[src/rtl/ctl_pkg.sv]
package ctl_pkg;

    localparam int OPC_W   = 6;
    localparam int FN_W    = 6;
    localparam int ALU_W   = 4;

    typedef enum logic [2:0] {
        PCS_SEQ     = 3'd0,
        PCS_BRANCH  = 3'd1,
        PCS_JUMP    = 3'd2,
        PCS_REG     = 3'd3,
        PCS_ILLEGAL = 3'd4,
        PCS_IRQ     = 3'd5,
        PCS_RESET   = 3'd6
    } pc_src_e;

    typedef enum logic [1:0] {
        WA_RD  = 2'd0,
        WA_RT  = 2'd1,
        WA_R31 = 2'd2,
        WA_R27 = 2'd3
    } wa_sel_e;

    typedef enum logic [1:0] {
        A_REG     = 2'd0,
        A_SHAMT   = 2'd1,
        A_SIXTEEN = 2'd2
    } a_sel_e;

    typedef enum logic {
        B_REG  = 1'b0,
        B_SEXT = 1'b1
    } b_sel_e;

    typedef enum logic [1:0] {
        WD_LINK = 2'd0,
        WD_ALU  = 2'd1,
        WD_MEM  = 2'd2
    } wd_sel_e;

    typedef enum logic [ALU_W-1:0] {
        ALU_ADD  = 4'd0,
        ALU_SUB  = 4'd1,
        ALU_AND  = 4'd2,
        ALU_OR   = 4'd3,
        ALU_XOR  = 4'd4,
        ALU_NOR  = 4'd5,
        ALU_SLL  = 4'd6,
        ALU_SRL  = 4'd7,
        ALU_SRA  = 4'd8,
        ALU_SLT  = 4'd9,
        ALU_SLTU = 4'd10
    } alu_fn_e;

    typedef enum logic [3:0] {
        IC_ALU_RR,
        IC_SHIFT,
        IC_ALU_IMM,
        IC_LUI,
        IC_LOAD,
        IC_STORE,
        IC_BRANCH,
        IC_JUMP,
        IC_JREG,
        IC_BAD
    } iclass_e;

    // Decoded form of one instruction before flag and trap handling.
    typedef struct packed {
        iclass_e cls;
        alu_fn_e alu;
        logic    var_shift;
        logic    link;
        logic    br_ne;
    } dec_t;

    // Full control vector presented to the datapath.
    typedef struct packed {
        pc_src_e pc_src;
        wa_sel_e wa;
        a_sel_e  a;
        b_sel_e  b;
        wd_sel_e wd;
        alu_fn_e alu;
        logic    mem_we;
        logic    rf_we;
    } ctl_t;

    localparam logic [OPC_W-1:0] OP_RFORM = 6'b000000;
    localparam logic [OPC_W-1:0] OP_LUI   = 6'b001111;
    localparam logic [OPC_W-1:0] OP_LOAD  = 6'b100011;
    localparam logic [OPC_W-1:0] OP_STORE = 6'b101011;

    function automatic ctl_t ctl_idle();
        ctl_t c;
        c.pc_src = PCS_SEQ;
        c.wa     = WA_RD;
        c.a      = A_REG;
        c.b      = B_REG;
        c.wd     = WD_ALU;
        c.alu    = ALU_ADD;
        c.mem_we = 1'b0;
        c.rf_we  = 1'b0;
        return c;
    endfunction

    // Low three function bits of register-form arithmetic/logic ops.
    function automatic alu_fn_e rr_alu(input logic [2:0] f3);
        case (f3)
            3'b000, 3'b001: return ALU_ADD;
            3'b010, 3'b011: return ALU_SUB;
            3'b100:         return ALU_AND;
            3'b101:         return ALU_OR;
            3'b110:         return ALU_XOR;
            default:        return ALU_NOR;
        endcase
    endfunction

    // Low three opcode bits of immediate-form ops.
    function automatic alu_fn_e imm_alu(input logic [2:0] o3);
        case (o3)
            3'b000, 3'b001: return ALU_ADD;
            3'b010:         return ALU_SLT;
            3'b011:         return ALU_SLTU;
            3'b100:         return ALU_AND;
            3'b101:         return ALU_OR;
            3'b110:         return ALU_XOR;
            default:        return ALU_SLL;
        endcase
    endfunction

    function automatic alu_fn_e shift_alu(input logic [1:0] kind);
        case (kind)
            2'b00:   return ALU_SLL;
            2'b10:   return ALU_SRL;
            default: return ALU_SRA;
        endcase
    endfunction

endpackage

[src/rtl/ctl_classify.sv]
module ctl_classify
    import ctl_pkg::*;
(
    input  logic [OPC_W-1:0] opcode,
    input  logic [FN_W-1:0]  funct,
    output dec_t             dec
);

    dec_t rform;
    dec_t top;

    // Register-form (opcode 000000) function decode.
    always_comb begin
        rform           = '0;
        rform.cls       = IC_BAD;
        rform.alu       = ALU_ADD;
        if (funct[5:3] == 3'b000 && funct[1:0] != 2'b01) begin
            rform.cls       = IC_SHIFT;
            rform.var_shift = funct[2];
            rform.alu       = shift_alu(funct[1:0]);
        end else if (funct[5:1] == 5'b00100) begin
            rform.cls  = IC_JREG;
            rform.link = funct[0];
        end else if (funct[5:3] == 3'b100) begin
            rform.cls = IC_ALU_RR;
            rform.alu = rr_alu(funct[2:0]);
        end else if (funct[5:1] == 5'b10101) begin
            rform.cls = IC_ALU_RR;
            rform.alu = funct[0] ? ALU_SLTU : ALU_SLT;
        end
    end

    // Primary opcode decode.
    always_comb begin
        top     = '0;
        top.cls = IC_BAD;
        top.alu = ALU_ADD;
        if (opcode == OP_RFORM) begin
            top = rform;
        end else if (opcode[5:1] == 5'b00001) begin
            top.cls  = IC_JUMP;
            top.link = opcode[0];
        end else if (opcode[5:1] == 5'b00010) begin
            top.cls   = IC_BRANCH;
            top.br_ne = opcode[0];
            top.alu   = ALU_SUB;
        end else if (opcode == OP_LUI) begin
            top.cls = IC_LUI;
            top.alu = ALU_SLL;
        end else if (opcode[5:3] == 3'b001) begin
            top.cls = IC_ALU_IMM;
            top.alu = imm_alu(opcode[2:0]);
        end else if (opcode == OP_LOAD) begin
            top.cls = IC_LOAD;
        end else if (opcode == OP_STORE) begin
            top.cls = IC_STORE;
        end
    end

    assign dec = top;

endmodule

[src/rtl/ctl_fields.sv]
module ctl_fields
    import ctl_pkg::*;
(
    input  dec_t dec,
    input  logic zero,
    output ctl_t ctl
);

    always_comb begin
        ctl     = ctl_idle();
        ctl.alu = dec.alu;
        case (dec.cls)
            IC_ALU_RR: begin
                ctl.wa    = WA_RD;
                ctl.rf_we = 1'b1;
            end
            IC_SHIFT: begin
                ctl.wa    = WA_RD;
                ctl.a     = dec.var_shift ? A_REG : A_SHAMT;
                ctl.rf_we = 1'b1;
            end
            IC_ALU_IMM: begin
                ctl.wa    = WA_RT;
                ctl.b     = B_SEXT;
                ctl.rf_we = 1'b1;
            end
            IC_LUI: begin
                ctl.wa    = WA_RT;
                ctl.a     = A_SIXTEEN;
                ctl.b     = B_SEXT;
                ctl.rf_we = 1'b1;
            end
            IC_LOAD: begin
                ctl.wa    = WA_RT;
                ctl.b     = B_SEXT;
                ctl.wd    = WD_MEM;
                ctl.rf_we = 1'b1;
            end
            IC_STORE: begin
                ctl.b      = B_SEXT;
                ctl.mem_we = 1'b1;
            end
            IC_BRANCH: begin
                ctl.pc_src = (zero ^ dec.br_ne) ? PCS_BRANCH : PCS_SEQ;
            end
            IC_JUMP: begin
                ctl.pc_src = PCS_JUMP;
                if (dec.link) begin
                    ctl.wa    = WA_R31;
                    ctl.wd    = WD_LINK;
                    ctl.rf_we = 1'b1;
                end
            end
            IC_JREG: begin
                ctl.pc_src = PCS_REG;
                if (dec.link) begin
                    ctl.wa    = WA_RD;
                    ctl.wd    = WD_LINK;
                    ctl.rf_we = 1'b1;
                end
            end
            default: begin
                ctl = ctl_idle();
            end
        endcase
    end

endmodule

[src/rtl/ctl_trap.sv]
module ctl_trap
    import ctl_pkg::*;
(
    input  ctl_t norm,
    input  logic bad,
    input  logic rst_req,
    input  logic irq,
    output ctl_t ctl
);

    // Priority: reset, then interrupt, then illegal instruction.
    always_comb begin
        ctl = norm;
        if (rst_req) begin
            ctl        = ctl_idle();
            ctl.pc_src = PCS_RESET;
        end else if (irq || bad) begin
            ctl        = ctl_idle();
            ctl.pc_src = irq ? PCS_IRQ : PCS_ILLEGAL;
            ctl.wa     = WA_R27;
            ctl.wd     = WD_LINK;
            ctl.rf_we  = 1'b1;
        end
    end

endmodule

[src/rtl/ctl_decode.sv]
module ctl_decode
    import ctl_pkg::*;
#(
    parameter int INSTR_W = 32
) (
    input  logic [INSTR_W-1:0] instr,
    input  logic               zero,
    input  logic               rst_req,
    input  logic               irq,
    output logic [2:0]         pc_src,
    output logic [1:0]         wa_sel,
    output logic [1:0]         a_sel,
    output logic               b_sel,
    output logic [1:0]         wd_sel,
    output logic [ALU_W-1:0]   alu_fn,
    output logic               mem_we,
    output logic               rf_we
);

    localparam int OPC_LSB = INSTR_W - OPC_W;

    dec_t dec;
    ctl_t norm;
    ctl_t fin;

    ctl_classify u_classify (
        .opcode (instr[INSTR_W-1:OPC_LSB]),
        .funct  (instr[FN_W-1:0]),
        .dec    (dec)
    );

    ctl_fields u_fields (
        .dec  (dec),
        .zero (zero),
        .ctl  (norm)
    );

    ctl_trap u_trap (
        .norm    (norm),
        .bad     (dec.cls == IC_BAD),
        .rst_req (rst_req),
        .irq     (irq),
        .ctl     (fin)
    );

    assign pc_src = fin.pc_src;
    assign wa_sel = fin.wa;
    assign a_sel  = fin.a;
    assign b_sel  = fin.b;
    assign wd_sel = fin.wd;
    assign alu_fn = fin.alu;
    assign mem_we = fin.mem_we;
    assign rf_we  = fin.rf_we;

endmodule

[config.mk]
export PLATFORM = sky130hd
export DESIGN_NAME = ctl_decode
export DESIGN_NICKNAME = d
export VERILOG_FILES = /design/src/rtl/ctl_pkg.sv /design/src/rtl/ctl_classify.sv /design/src/rtl/ctl_fields.sv /design/src/rtl/ctl_trap.sv /design/src/rtl/ctl_decode.sv
export SDC_FILE = /design/constraint.sdc
export NUM_CORES = 1
export LEC_CHECK = 0
export BUFFER_PORTS_ARGS = -buffer_cell sky130_fd_sc_hd__buf_2
export CAP_MARGIN = 10
export CORE_MARGIN = 2
export CORE_UTILIZATION = 38
export DETAILED_ROUTE_END_ITERATION = 10
export PLACE_DENSITY = 0.81
export SYNTH_ARGS = -nofsm -noshare
export SYNTH_HDL_FRONTEND = slang
export SYNTH_SLANG_ARGS = --single-unit
[constraint.sdc]
create_clock -name vclk -period 1.65
set_input_delay 0.0825 -clock vclk [all_inputs]
set_output_delay 0.0825 -clock vclk [all_outputs]
set_load 0.02 [all_outputs]
==> impl_metrics.csv <==
group,metric,value,unit
status,status,"finished with violations",
detailed_routing,drt_iter0_drc,36,
logic_synthesis,avgSynthCellArea,6.365,um2
logic_synthesis,synth_mux_area_share,1.718,%
setup_path,crit_buf_inv,3,
setup_path,cp_top_family,"simple AND/OR/NAND/NOR gates",
setup_path,end_kind,"output pin",
sta,maxSlewViolCount,0,
sta,fin_crit,2004,ps
layout,fin_cells,181,
setup_path,slowest_delay,470,ps
floorplan,io_pins,51,
sta,hold_violations,0,
global_route,grt_pass1_wl,4.429,mm
layout,layout.nets,201,
sta,worst_slack,-354.2,ps
status,violations,"negative setup slack",
setup_path,cp_max_fo,6,
sta,fmax,499.0,MHz
layout,fillers,122,
placement,pre_cts_ws,-426.1,ps
global_route,antenna_found_initial,0,
floorplan,fp.dieH,45.54,um
logic_synthesis,syn_inst,103,
layout,regArea,0,um2
setup_path,cp.depth,8,
detailed_routing,wl,2.753,mm
setup_path,crit_end,"wd_sel[0]",
placement,dp.final_hpwl,2.142,mm
logic_synthesis,synth_cell_type_count,43,
floorplan,core_area,1670,um2
setup_path,crit_path_start,"instr[29]",
sta,rsz0062_at_grt,"yes",
layout,nClkBuffers,0,
floorplan,fp.dieW,45.54,um
layout,diodes,0,
min_path,hold_path.class,"in2out",
detailed_routing,drcViolationCount,0,
setup_path,critical_path.slowest_cell,"or4_4",
logic_synthesis,synth-compound-area-share,43.51,%
placement,dpl.cell_count,180,
detailed_routing,viasPerCell,6.061,
logic_synthesis,yosysSeqAreaShare,0,%
detailed_routing,ant_nets,0,
floorplan,initial_core_util,39.25,%
run,max_cap_violations,0,
cts,hold_buffers,0,
layout,final_layout_size_suffix_gt1_share,56.71,%
logic_synthesis,synth-simple-area-share,45.23,%
global_route,grt_overflow,0,
sta,worst_pin_slew,461.6,ps
layout,seq_cells,0,
floorplan,num_rows,15,
logic_synthesis,synth_top_family_by_area,"simple AND/OR/NAND/NOR gates",
global_route,grt_pass1_vias,996,
floorplan,die_area,2073,um2
power_and_ir_drop,p_leak,0.5428,nW
power_and_ir_drop,power,0.0003102,W
power_and_ir_drop,p_per_area,247.2,nW/um2
setup_path,path_cells,"buf_6 -> or3_4 -> or4_4 -> and3b_2 -> a2bb2oi_4 -> buf_4 -> o41ai_2 -> buf_2",
placement,port-buffer-count,31,
placement,place_congestion,0.9906,
setup_path,critical_path_required,1570,ps
sta,period_share,121.5,%
power_and_ir_drop,vdd_drop_max,0.0001134,V
global_route,groute.usage.overall,28.05,%
sta,slew-limit-headroom,68.43,%
logic_synthesis,synthesis.nets,138,
logic_synthesis,synthAdderAreaFrac,0,%
setup_path,startpoint_type,"input port",
setup_path,cp_data_arrival_time,1920,ps
setup_path,critPathKind,"in2out",
placement,post_dp_cell_area,1175,um2
logic_synthesis,synth-xor-area-share,1.336,%
detailed_routing,drtPass1Iterations,4,
layout,area_growth,91.41,%
layout,fin_area,1255,um2
detailed_routing,vias,1097,
sta,finalSetupViolations,16,
logic_synthesis,synthesis.area,655.6,um2
detailed_routing,wl_per_cell,15.21,um
logic_synthesis,yosysWarnings,0,
global_route,grt_max_degree,15,
[layout make-up]
cell class	instances	area (um2)	area share, %
multi-input cells	90	726.9	57.93
repair buffers	68	484.2	38.58
well taps	17	21.27	1.695
inverters	6	22.52	1.795
[where the power goes]
part	total, W	internal, W	leakage [nW]	switching (W)
Sequential	0	0	0	0
Combinational	0.000310	0.000146	0.543	0.000164
Clock	0	0	0	0
[per-stage QoR]
stage	util [%]	TNS (ps)	hold WS, ps
final	75.13	-4918	634.3
after global routing	75.13	-5753	646.4
after CTS	74.01	-4655	631.6
after detailed placement	70.34	-6120	631.6
after global placement	70.34	-5490	622.1
after floorplan	-	-3912	203.9
[what timing repair did]
| action | in CTS | in global routing |
|---|---|---|
| buffers inserted | 0 | 1 |
| pin swaps | 4 | 1 |
| setup endpoints to repair | 16 | 16 |
| endpoints found under the hold margin | 0 | 0 |
| resized for setup | 16 | 4 |
[logic make-up after synthesis]
| family | count (synthesis) |
|---|---|
| simple gates | 50 |
| mux | 1 |
| xor+xnor | 1 |
| compound gates | 38 |
| buf+inv | 13 |
[per-layer routing]
layer  track usage [%]  up-vias  share of wire, %
met5                 0        -                 0
met4             11.76        0               3.6
met3             2.778       16               6.1
met2             45.35       59                49
met1             37.41      491                41
li1                  -      531                 -
[worst min-delay path by stage]
stage,slack [ps],end,cells past startpoint,start
floorplan,200,b_sel,1,irq
global placement,620,mem_we,3,irq
detailed placement,630,mem_we,3,irq
CTS,630,b_sel,3,irq
global route,650,b_sel,3,irq
finish,630,pc_src[1],3,irq
[cells in the final DEF, fill, tap and decap left out, types with 2 or more instances in the layout]
| cell type | count |
|---|---|
| nor3_1 | 2 |
| nor4_1 | 2 |
| a21oi_2 | 3 |
| a2111oi_0 | 2 |
| nand4_1 | 2 |
| nor2b_1 | 4 |
| nand2b_1 | 6 |
| or3_4 | 2 |
| inv_1 | 6 |
| o21ai_0 | 4 |
| nand3_1 | 3 |
| a21oi_1 | 6 |
| buf_2 | 21 |
| nand2_1 | 5 |
| buf_6 | 7 |
| buf_4 | 40 |
| nor2_1 | 8 |
| nor4_2 | 5 |
| a31oi_1 | 4 |
[synthesized netlist by cell type, drive strengths merged, types with 2 or more instances]
cell | n | area (um2)
nor2 | 8 | 30.03
nand3 | 3 | 15.01
nor2b | 4 | 25.02
or3 | 3 | 18.77
inv | 6 | 22.52
nand2b | 6 | 37.54
nand2 | 5 | 18.77
a31oi | 5 | 31.28
or2 | 2 | 15.02
a2111oi | 3 | 32.53
nor4 | 7 | 43.79
clkbuf | 3 | 11.26
nor3 | 2 | 10.01
o2bb2ai | 2 | 17.52
o21ai | 6 | 30.03
nand4 | 2 | 12.51
buf | 4 | 20.02
a21oi | 9 | 45.04
[worst min-delay path, cell delays in order]
cell and delay [ps]:
buf_2 190, o21ai_2 170, buf_6 110
(Power assumes the default switching activity.)
